==> config.mk <==
export PLATFORM = sky130hd
export DESIGN_NAME = wdog_keyed
export DESIGN_NICKNAME = d
export VERILOG_FILES = /design/src/rtl/wd_pkg.sv /design/src/rtl/wd_datapath.sv /design/src/rtl/wd_ctrl.sv /design/src/rtl/wdog_keyed.sv
export SDC_FILE = /design/constraint.sdc
export NUM_CORES = 1
export LEC_CHECK = 0
export BUFFER_PORTS_ARGS = -buffer_cell sky130_fd_sc_hd__buf_2
export CELL_PAD_IN_SITES_DETAIL_PLACEMENT = 0
export CELL_PAD_IN_SITES_GLOBAL_PLACEMENT = 1
export CORE_ASPECT_RATIO = 0.7
export CORE_UTILIZATION = 35
export CTS_BUF_LIST = sky130_fd_sc_hd__clkbuf_8
export CTS_CLUSTER_DIAMETER = 30
export DETAILED_ROUTE_END_ITERATION = 10
export PLACE_DENSITY_LB_ADDON = 0.1
export SYNTH_ARGS = -nofsm -noshare
export SYNTH_HDL_FRONTEND = slang
export SYNTH_SLANG_ARGS = --single-unit
export TNS_END_PERCENT = 1
==> constraint.sdc <==
create_clock -name clk -period 2.77 [get_ports clk]
set_input_delay 0.277 -clock clk [delete_from_list [all_inputs] [get_ports clk]]
set_output_delay 0.277 -clock clk [all_outputs]
set_load 0.02 [all_outputs]
==> src/rtl/wd_pkg.sv <==
package wd_pkg;
  localparam int SEL_W   = 3;
  localparam int SEL_LSB = 0;
  localparam int CHK_LSB = 3;
  localparam int DIS_BIT = 6;

  typedef struct packed {
    logic [SEL_W-1:0] divSel;
    logic             countEn;
    logic             clearCnt;
  } wdStrobe_t;
endpackage

==> src/rtl/wd_datapath.sv <==
module wd_datapath
  import wd_pkg::*;
#(
  parameter int CNT_W = 8,
  parameter int PRE_W = 6
) (
  input  logic             clk,
  input  logic             rstN,
  input  wdStrobe_t        strobe,
  output logic [CNT_W-1:0] cntValue,
  output logic             ovf
);
  localparam int IDX_W = $clog2(PRE_W + 1);

  logic [PRE_W-1:0] preCnt;
  logic [PRE_W:0]   tickVec;
  logic [IDX_W-1:0] selIdx;
  logic             tick;
  logic [CNT_W-1:0] cnt;

  always_ff @(posedge clk) begin
    if (!rstN) preCnt <= '0;
    else       preCnt <= preCnt + 1'b1;
  end

  assign tickVec[0] = 1'b1;
  for (genvar k = 1; k <= PRE_W; k++) begin : g_tap
    assign tickVec[k] = &preCnt[k-1:0];
  end

  always_comb begin
    if (int'(strobe.divSel) > PRE_W) selIdx = IDX_W'(PRE_W);
    else                             selIdx = IDX_W'(strobe.divSel);
  end

  assign tick = tickVec[selIdx];
  assign ovf  = strobe.countEn && tick && !strobe.clearCnt && (cnt == '1);

  always_ff @(posedge clk) begin
    if (!rstN)                        cnt <= '0;
    else if (strobe.clearCnt)         cnt <= '0;
    else if (strobe.countEn && tick)  cnt <= cnt + 1'b1;
  end

  assign cntValue = cnt;
endmodule

==> src/rtl/wd_ctrl.sv <==
module wd_ctrl
  import wd_pkg::*;
#(
  parameter int         CTRL_W    = 7,
  parameter int         KEY_W     = 8,
  parameter int         PULSE_LEN = 8,
  parameter logic [7:0] KEY_ARM   = 8'h55,
  parameter logic [7:0] KEY_FIRE  = 8'hAA,
  parameter logic [2:0] CHECK_PAT = 3'b101
) (
  input  logic              clk,
  input  logic              rstN,
  input  logic              ctrlWrEn,
  input  logic [CTRL_W-1:0] ctrlWrData,
  input  logic              keyWrEn,
  input  logic [KEY_W-1:0]  keyWrData,
  input  logic              ovf,
  output wdStrobe_t         strobe,
  output logic              wdDisabled,
  output logic              rstReq
);
  localparam int ST_W = $clog2(PULSE_LEN + 1);

  logic [SEL_W-1:0] divSel;
  logic             disableBit;
  logic             armed;
  logic             clearDly;
  logic [ST_W-1:0]  stretch;

  logic ctrlChkOk, ctrlBad, keyArm, keyFire, keyGood, keyBad, fire;

  assign ctrlChkOk = ctrlWrData[CHK_LSB +: 3] == CHECK_PAT;
  assign ctrlBad   = ctrlWrEn && !ctrlChkOk;
  assign keyArm    = keyWrEn && (keyWrData == KEY_W'(KEY_ARM));
  assign keyFire   = keyWrEn && (keyWrData == KEY_W'(KEY_FIRE));
  assign keyGood   = keyFire && armed;
  assign keyBad    = keyWrEn && !keyArm && !keyFire;
  assign fire      = ctrlBad || (!disableBit && (keyBad || ovf));

  always_ff @(posedge clk) begin
    if (!rstN) begin
      divSel     <= '0;
      disableBit <= 1'b0;
    end else if (ctrlWrEn && ctrlChkOk) begin
      divSel     <= ctrlWrData[SEL_LSB +: SEL_W];
      disableBit <= ctrlWrData[DIS_BIT];
    end
  end

  always_ff @(posedge clk) begin
    if (!rstN) begin
      armed    <= 1'b0;
      clearDly <= 1'b0;
    end else begin
      if (keyWrEn) armed <= keyArm;
      clearDly <= keyGood;
    end
  end

  always_ff @(posedge clk) begin
    if (!rstN)             stretch <= '0;
    else if (fire)         stretch <= ST_W'(PULSE_LEN);
    else if (stretch != 0) stretch <= stretch - 1'b1;
  end

  assign rstReq          = stretch != '0;
  assign wdDisabled      = disableBit;
  assign strobe.divSel   = divSel;
  assign strobe.countEn  = !disableBit;
  assign strobe.clearCnt = clearDly;
endmodule

==> src/rtl/wdog_keyed.sv <==
module wdog_keyed
  import wd_pkg::*;
#(
  parameter int CNT_W     = 8,
  parameter int PRE_W     = 6,
  parameter int CTRL_W    = 7,
  parameter int KEY_W     = 8,
  parameter int PULSE_LEN = 8
) (
  input  logic              clk,
  input  logic              rstN,
  input  logic              ctrlWrEn,
  input  logic [CTRL_W-1:0] ctrlWrData,
  input  logic              keyWrEn,
  input  logic [KEY_W-1:0]  keyWrData,
  output logic [CNT_W-1:0]  cntValue,
  output logic              rstReq
);
  wdStrobe_t strobe;
  logic      ovf;
  logic      wdDisabled;

  wd_ctrl #(
    .CTRL_W(CTRL_W), .KEY_W(KEY_W), .PULSE_LEN(PULSE_LEN)
  ) i_ctrl (
    .clk(clk), .rstN(rstN),
    .ctrlWrEn(ctrlWrEn), .ctrlWrData(ctrlWrData),
    .keyWrEn(keyWrEn), .keyWrData(keyWrData),
    .ovf(ovf), .strobe(strobe), .wdDisabled(wdDisabled), .rstReq(rstReq)
  );

  wd_datapath #(
    .CNT_W(CNT_W), .PRE_W(PRE_W)
  ) i_datapath (
    .clk(clk), .rstN(rstN), .strobe(strobe),
    .cntValue(cntValue), .ovf(ovf)
  );
endmodule

==> impl_metrics.tcl, run 1 <==
set metrics [dict create \
    relSlewSlack 0.600 \
    final_common_cell "buf_2" \
    vias 1070 \
    ant_nets 0 \
    reg2reg_to "i_ctrl.stretch[0]" \
    setup_viol 0 \
    synthAdderAreaFrac 0.0562 \
    ys_warn_count 0 \
    port_buffers 27 \
    dominantRegCellSynth "dfxtp_1" \
    cts-root-buf "clkbuf_8" \
    dp.cells 211 \
    nets 191 \
    hold_start "ctrlWrData[1]" \
    reg2reg_slack_ns 0.86 \
    grt_pass1_wl_microns 4570 \
    ir_drop_mv 0.232 \
    crit_type "register to register" \
    status "finished clean" \
    drt-pass1-iter-count 4 \
    antenna_found_initial 0 \
    hold_end "i_ctrl.divSel[1]" \
    cts.sinks 24 \
    synth_seq_cells 24 \
    cp-start-kind "register" \
    syn_inst 135 \
    routed_wl_microns 2800 \
    fmax_mhz 524 \
    synthSimpleGateAreaFrac 0.317 \
    grt-ovfl-total 0 \
    htreeDepth 1 \
    grt_setup_unrepaired "false" \
    synth_top_family_by_area "simple AND/OR/NAND/NOR gates" \
    grt_pass1_vias 1016 \
    p_leak_uw 0.000696 \
    period_minus_slack_ns 1.91 \
    syn_to_final_growth_pct 20.0 \
    yosys.cell_types.count 37 \
    gp_congestion 0.738 \
    seq_area_frac_synth 0.360 \
    hp-class "primary input to register" \
    fp.coreArea_sq_um 3580 \
    die_w_microns 75.9 \
    slew_violations 0 \
    final_hold_viol_count 0 \
    holdBufCountCts 0 \
    die_h_microns 53.7 \
    crit_fanout 8 \
    cp.arrival_ns 2.07 \
    clk_latency_ns 0.26 \
    max_cap_violations 0 \
    mostFrequentLayoutCells "buf_2, dfxtp_1, nand2_1" \
    syn_nets 160 \
    rows 18 \
    synthMuxAreaShare 0.116 \
    synth-edff-count 0 \
    powerDensity_nw_per_um2 492 \
    async_flop_share 0 \
    hold_depth 3 \
    cts_buffers 3 \
    cts_tree "done" \
    synth_compound_area_frac 0.110 \
    rr_worst_depth 7 \
    crit_required_ns 2.93 \
    drt-initial-drc-count 29 \
    wire_per_inst_microns 13.0 \
    drive_above_1_share 0.255 \
    diodes 0 \
    floorplan.die_area_sq_um 4070 \
    gr-usage-all-layers 0.151 \
    finClkSkew_ns 0.00175 \
    viasPerCell 4.98 \
    cts.clk_slew.worst_paths_ns 0.08 \
    cp-end-kind "register" \
    syn_area_per_cell_sq_um 9.90 \
    r2r-start "i_datapath.preCnt[0]" \
    drt_drc_violations_left 0 \
    clk_path_buf_depth 2 \
    post-route-util 0.448 \
    dp.final_hpwl_microns 2140 \
    start_util 0.373 \
    grt_max_degree 17 \
    synth_xor_area_frac 0.0262 \
    syn_area_sq_um 1340 \
    fin_crit_sh 0.689 \
    cts_setup_buffers 0 \
    fin_cells 215 \
    cts-resized-gates 0 \
    holdWs_ns 0.268 \
    worst_pin_slew_ns 0.592 \
    pin_count 28 \
    setup_tns_ns 0 \
]
-- sequential cells by signal, indices dropped and copies added, names as in the netlist --
signal               flops
i_datapath.cntValue      8
i_datapath.preCnt        6
i_ctrl.stretch           4
i_ctrl.divSel            3
i_ctrl.armed             1
i_ctrl.clearDly          1
i_ctrl.wdDisabled        1
-- Yosys cell counts, drive strengths merged, types with 4 or more instances --
master  count  area (sq um)
nor2        5          18.8
nand2      16          60.1
ha          6          75.1
and2        4          25.0
nand3       5          25.0
dfxtp      24           480
nor2b       9          58.8
nand4b      4          35.0
mux2i      14           140
nand2b      8          50.1
a31oi       5          37.5
-- metrics by stage --
step / total power (uW) / area [sq um] / worst slack (ns)
detailed placement: 494 / 1530 / 0.880
finish: 790 / 1600 / 0.862
global placement: 489 / 1530 / 0.961
floorplan: 453 / 1340 / 1.02
CTS: 801 / 1600 / 0.834
global route: 826 / 1600 / 0.717
-- critical path, stage by stage (launching register included) --
cell      delay [ns]
dfxtp_1         0.34
ha_1            0.24
and3_2          0.26
ha_1            0.19
nand4b_1        0.11
o31a_4          0.22
a311oi_4        0.13
nor4_1          0.31
-- worst max-delay path by stage --
stage                         start           endpoint  cells past startpoint
3_3_place_gp   i_datapath.preCnt[0]  i_ctrl.stretch[3]                      7
6_report       i_datapath.preCnt[0]  i_ctrl.stretch[0]                      7
2_1_floorplan  i_datapath.preCnt[0]  i_ctrl.stretch[3]                      7
5_1_grt           i_ctrl.stretch[0]             rstReq                      5
3_5_place_dp   i_datapath.preCnt[0]  i_ctrl.stretch[0]                      7
4_1_cts        i_datapath.preCnt[0]  i_ctrl.stretch[0]                      7
-- logic make-up (layout without fill, tap and decap cells) --
logic type,Yosys count,in the layout
mux,15,15
xor+xnor,4,4
buf+inv,5,35
simple gates,68,68
compound gates,13,13
flops,24,24
fa+ha+maj,6,6
-- where the power goes --
| group | leakage, uW | internal [uW] | switching (uW) |
|---|---|---|---|
| clock network | 0.0000357 | 193 | 111 |
| registers | 0.000195 | 359 | 16.0 |
| logic | 0.000465 | 51.4 | 58.6 |
| total | 0.000696 | 604 | 186 |
-- cell type report --
cell class / count / area [sq um]
Sequential cell: 24 / 480
Multi-Input combinational cell: 106 / 836
Clock inverter: 1 / 30.0
Inverter: 3 / 11.3
Tap cell: 50 / 62.6
Fill cell: 358 / 1980
Clock buffer: 3 / 41.3
Timing Repair Buffer: 28 / 143
-- per-layer routing --
metal,vias up,part of all wire,track usage
li1,551,-,-
met1,496,0.53,0.201
met2,21,0.43,0.245
met3,2,0.035,0.0393
met4,0,0.0096,0.0370
met5,-,0,0
(Power assumes the default switching activity.)
==> inputs of run 2 (changes only) <==
==> constraint.sdc (replaced) <==
create_clock -name clk -period 1.8 [get_ports clk]
set_input_delay 0.18 -clock clk [delete_from_list [all_inputs] [get_ports clk]]
set_output_delay 0.18 -clock clk [all_outputs]
set_load 0.02 [all_outputs]
==> impl_metrics.tcl, run 2 (same netlist as run 1, synthesis figures left out) <==
set metrics [dict create \
    slew_violations 0 \
    ir_drop_mv 0.282 \
    setup_viol 0 \
    floorplan.die_area_sq_um 4070 \
    crit_required_ns 1.97 \
    cts_setup_buffers 0 \
    setup_tns_ns 0 \
    crit_type "register to register" \
    drt-pass1-iter-count 4 \
    path_cells "ha_4, and3_2, ha_1, nand4b_1, o31a_4, a311oi_4, o31a_1" \
    clk_latency_ns 0.27 \
    cts-root-buf "clkbuf_8" \
    ant_nets 0 \
    final_common_cell "buf_2" \
    cts.clk_slew.worst_paths_ns 0.09 \
    multi_input_area_sq_um 853 \
    grt-ovfl-total 0 \
    cts_buffers 3 \
    final_hold_viol_count 0 \
    nets 193 \
    htreeDepth 1 \
    holdWs_ns 0.164 \
    rows 18 \
    crit_fanout 8 \
    drive_above_1_share 0.287 \
    grt_max_degree 17 \
    diodes 0 \
    use_met1 0.210 \
    fin_cells 217 \
    p_total_uw 1220 \
    finClkSkew_ns 0.00904 \
    worst_pin_slew_ns 0.562 \
    dp.cells 213 \
    die_w_microns 75.9 \
    drt-initial-drc-count 44 \
    port_buffers 27 \
    gr-usage-all-layers 0.151 \
    fmax_mhz 578 \
    switching_share 0.236 \
    hp-class "primary input to register" \
    syn_to_final_growth_pct 22.7 \
    dp.final_hpwl_microns 2130 \
    relSlewSlack 0.620 \
    grt_pass1_vias 998 \
    hold_start "ctrlWrData[0]" \
    nFillCells 355 \
    met3_usage 0.0337 \
    wire_per_inst_microns 12.6 \
    pin_count 28 \
    pwr-share-seq 0.474 \
    drt_drc_violations_left 0 \
    post-route-util 0.458 \
    switching_power_uw 289 \
    period_minus_slack_ns 1.73 \
    clk_path_buf_depth 2 \
    grt_busiest_layer "met2" \
    r2r-start "i_datapath.preCnt[0]" \
    holdBufCountCts 0 \
    crit_path_start "i_datapath.preCnt[0]" \
    intPower_uw 935 \
    grt_use_met2 0.236 \
    clkPwrFrac 0.384 \
    cp-end-kind "register" \
    status "finished clean" \
    fp.coreArea_sq_um 3580 \
    die_h_microns 53.7 \
    grt_pass1_wl_microns 4560 \
    gp_congestion 0.757 \
    antenna_found_initial 0 \
    cts_tree "done" \
    powerDensity_nw_per_um2 747 \
    p_comb_frac 0.142 \
    viasPerCell 4.96 \
    start_util 0.373 \
    max_cap_violations 0 \
    crit_path_max_incr_delay_ns 0.35 \
    slowest_stage "dfxtp_2" \
    register_area_sq_um 483 \
    cts.sinks 24 \
    p_leak_uw 0.000708 \
    vias 1077 \
    cp-start-kind "register" \
    cp.arrival_ns 1.90 \
    largest_register_ffs 8 \
    fin_crit_sh 0.961 \
    mostFrequentLayoutCells "buf_2, dfxtp_1, nand2_1" \
    routed_wl_microns 2740 \
]
run 2: cell count changes in the layout (fill, tap and decap cells not counted), sizes merged:
cell / delta
buf: +2
run 2: path summary, 6_finish.rpt:
path | to | cells after the start | slack, ns
max | i_ctrl.stretch[3] | 7 | 0.07
max reg2reg | i_ctrl.stretch[3] | 7 | 0.07
min | i_ctrl.divSel[0] | 3 | 0.16
min reg2reg | i_ctrl.clearDly | 2 | 0.45
run 2: cell type report:
class	instances	share of cell area
Clock inverter	1	0.0183
Multi-Input combinational cell	106	0.521
Inverter	3	0.00687
Tap cell	50	0.0382
Sequential cell	24	0.295
Clock buffer	3	0.0252
Timing Repair Buffer	30	0.0962
run 2: per-layer routing:
| layer | vias up | routed length [microns] |
|---|---|---|
| met4 | 0 | 27 |
| met5 | - | 0 |
| met3 | 2 | 91 |
| met2 | 27 | 1180 |
| li1 | 551 | - |
| met1 | 497 | 1450 |
run 2: power groups by stage:
stage	Sequential (uW)	Clock (uW)	Combinational, uW
floorplan	595	0	103
global placement	588	0	166
detailed placement	589	0	171
CTS	577	482	172
global route	585	504	195
finish	580	470	174
run 2: per-stage QoR:
| step | setup slack [ns] | cell area (sq um) |
|---|---|---|
| finish | 0.0697 | 1640 |
| global route | -0.00653 | 1640 |
| CTS | 0.0171 | 1620 |
| detailed placement | -0.00326 | 1550 |
| global placement | 0.0423 | 1550 |
| floorplan | 0.0536 | 1340 |
run 2: timing repair:
item / 4_1_cts / 5_1_grt
hold endpoints to repair: 0 / 0
gates resized for setup: 1 / 4
cloned: 0 / 0
pin swaps: 1 / 2
endpoints found under the setup margin: 1 / 9
run 2: worst max-delay path: cells and delay by family, from the launching register on:
kind / cells / cell delay (ns)
DFF: 1 / 0.35
AOI/OAI and AO/OA: 3 / 0.60
and+or+nand+nor: 2 / 0.33
adders and majority gates: 2 / 0.34
==> inputs of run 3 (changes only) <==
==> constraint.sdc (replaced) <==
create_clock -name clk -period 1.8 [get_ports clk]
set_input_delay 0.09 -clock clk [delete_from_list [all_inputs] [get_ports clk]]
set_output_delay 0.09 -clock clk [all_outputs]
set_load 0.02 [all_outputs]
==> impl_metrics.tcl, run 3 (same netlist as run 1, synthesis figures left out) <==
set metrics [dict create \
    status "finished clean" \
    hold_start "ctrlWrData[0]" \
    max_cap_violations 0 \
    drt-initial-drc-count 44 \
    cts_buffers 3 \
    floorplan.die_area_sq_um 4070 \
    cp.arrival_ns 1.90 \
    fin_crit_sh 0.961 \
    start_util 0.373 \
    grt_max_degree 17 \
    cts_tree "done" \
    crit_required_ns 1.97 \
    cp-start-kind "register" \
    mostFrequentLayoutCells "buf_2, dfxtp_1, nand2_1" \
    htreeDepth 1 \
    ir_drop_mv 0.282 \
    die_w_microns 75.9 \
    wl_met1_microns 1450 \
    drt-pass1-iter-count 4 \
    nFillCells 355 \
    gr-usage-all-layers 0.151 \
    route.met2.wl_microns 1180 \
    slew_violations 0 \
    cts-root-buf "clkbuf_8" \
    routed_wl_microns 2740 \
    setup_slack_ns 0.0697 \
    clk_path_buf_depth 2 \
    grt_pass1_wl_microns 4560 \
    ant_nets 0 \
    cts.sinks 24 \
    period_minus_slack_ns 1.73 \
    holdWs_ns 0.0743 \
    drt_drc_violations_left 0 \
    fp.coreArea_sq_um 3580 \
    worst_pin_slew_ns 0.562 \
    pin_count 28 \
    cts.clk_slew.worst_paths_ns 0.09 \
    relSlewSlack 0.620 \
    rows 18 \
    crit_fanout 8 \
    antenna_found_initial 0 \
    highest_layer "met4" \
    syn_to_final_growth_pct 22.7 \
    p_leak_uw 0.000708 \
    clk_latency_ns 0.27 \
    viasPerCell 4.96 \
    diodes 0 \
    holdBufCountCts 0 \
    drive_above_1_share 0.287 \
    hp-class "primary input to register" \
    setup_viol 0 \
    port_buffers 27 \
    vias 1077 \
    die_h_microns 53.7 \
    finClkSkew_ns 0.00904 \
    post-route-util 0.458 \
    final_common_cell "buf_2" \
    p_total_uw 1220 \
    crit_type "register to register" \
    fmax_mhz 578 \
    grt_pass1_vias 998 \
    wl_met3_microns 91 \
    grt-ovfl-total 0 \
    dp.final_hpwl_microns 2130 \
    cp-end-kind "register" \
    place_ws_ns -0.00326 \
    wire_per_inst_microns 12.6 \
    r2r-start "i_datapath.preCnt[0]" \
    nets 193 \
    largest_register_ffs 8 \
    crit_path_start "i_datapath.preCnt[0]" \
    gp_congestion 0.757 \
    powerDensity_nw_per_um2 747 \
    final_hold_viol_count 0 \
]
## run 3: cell counts in the layout (fill, tap and decap cells not counted)
Identical to the previous run, type by type.
## run 3: worst max-delay path, cell delays in order (launching register included)
cell	delay, ns
dfxtp_2	0.35
ha_4	0.16
and3_2	0.21
ha_1	0.18
nand4b_1	0.12
o31a_4	0.22
a311oi_4	0.13
o31a_1	0.25
## run 3: area by class of cell
type	instances	area [sq um]	area share
clock buffers	3	41.3	0.0252
clock inverters	1	30.0	0.0183
inverters	3	11.3	0.00687
multi-input cells	106	853	0.521
flip-flops and latches	24	483	0.295
well taps	50	62.6	0.0382
repair buffers	30	158	0.0962
## run 3: path summary, 6_finish.rpt
check	to	cells after the start	slack [ns]
max	i_ctrl.stretch[3]	7	0.07
min	i_ctrl.divSel[0]	3	0.07
max reg2reg	i_ctrl.stretch[3]	7	0.07
min reg2reg	i_ctrl.clearDly	2	0.45
## run 3: timing repair
| item | 4_1_cts | 5_1_grt |
|---|---|---|
| setup buffers | 0 | 0 |
| pin swaps | 1 | 2 |
| hold endpoints to repair | 0 | 0 |
| gates resized for setup | 1 | 4 |
| endpoints found under the setup margin | 1 | 9 |
## run 3: metal layers
metal / GRT usage / up-vias
met4: 0.0370 / 0
met5: 0 / -
met1: 0.210 / 497
met2: 0.236 / 27
met3: 0.0337 / 2
li1: - / 551
## run 3: where the power goes
part	total (uW)	internal (uW)	leakage, uW	switching (uW)
Combinational	174	83.5	0.000477	90.1
Sequential	580	554	0.000196	26.0
Clock	470	297	0.0000357	173
Total	1220	935	0.000708	289
## run 3: metrics by stage
step | TNS [ns] | instances | instance area, sq um
after global routing | -0.0137 | 217 | 1640
after CTS | 0 | 217 | 1620
after global placement | 0 | 213 | 1550
final | 0 | 217 | 1640
after floorplan | 0 | 135 | 1340
after detailed placement | -0.00326 | 213 | 1550
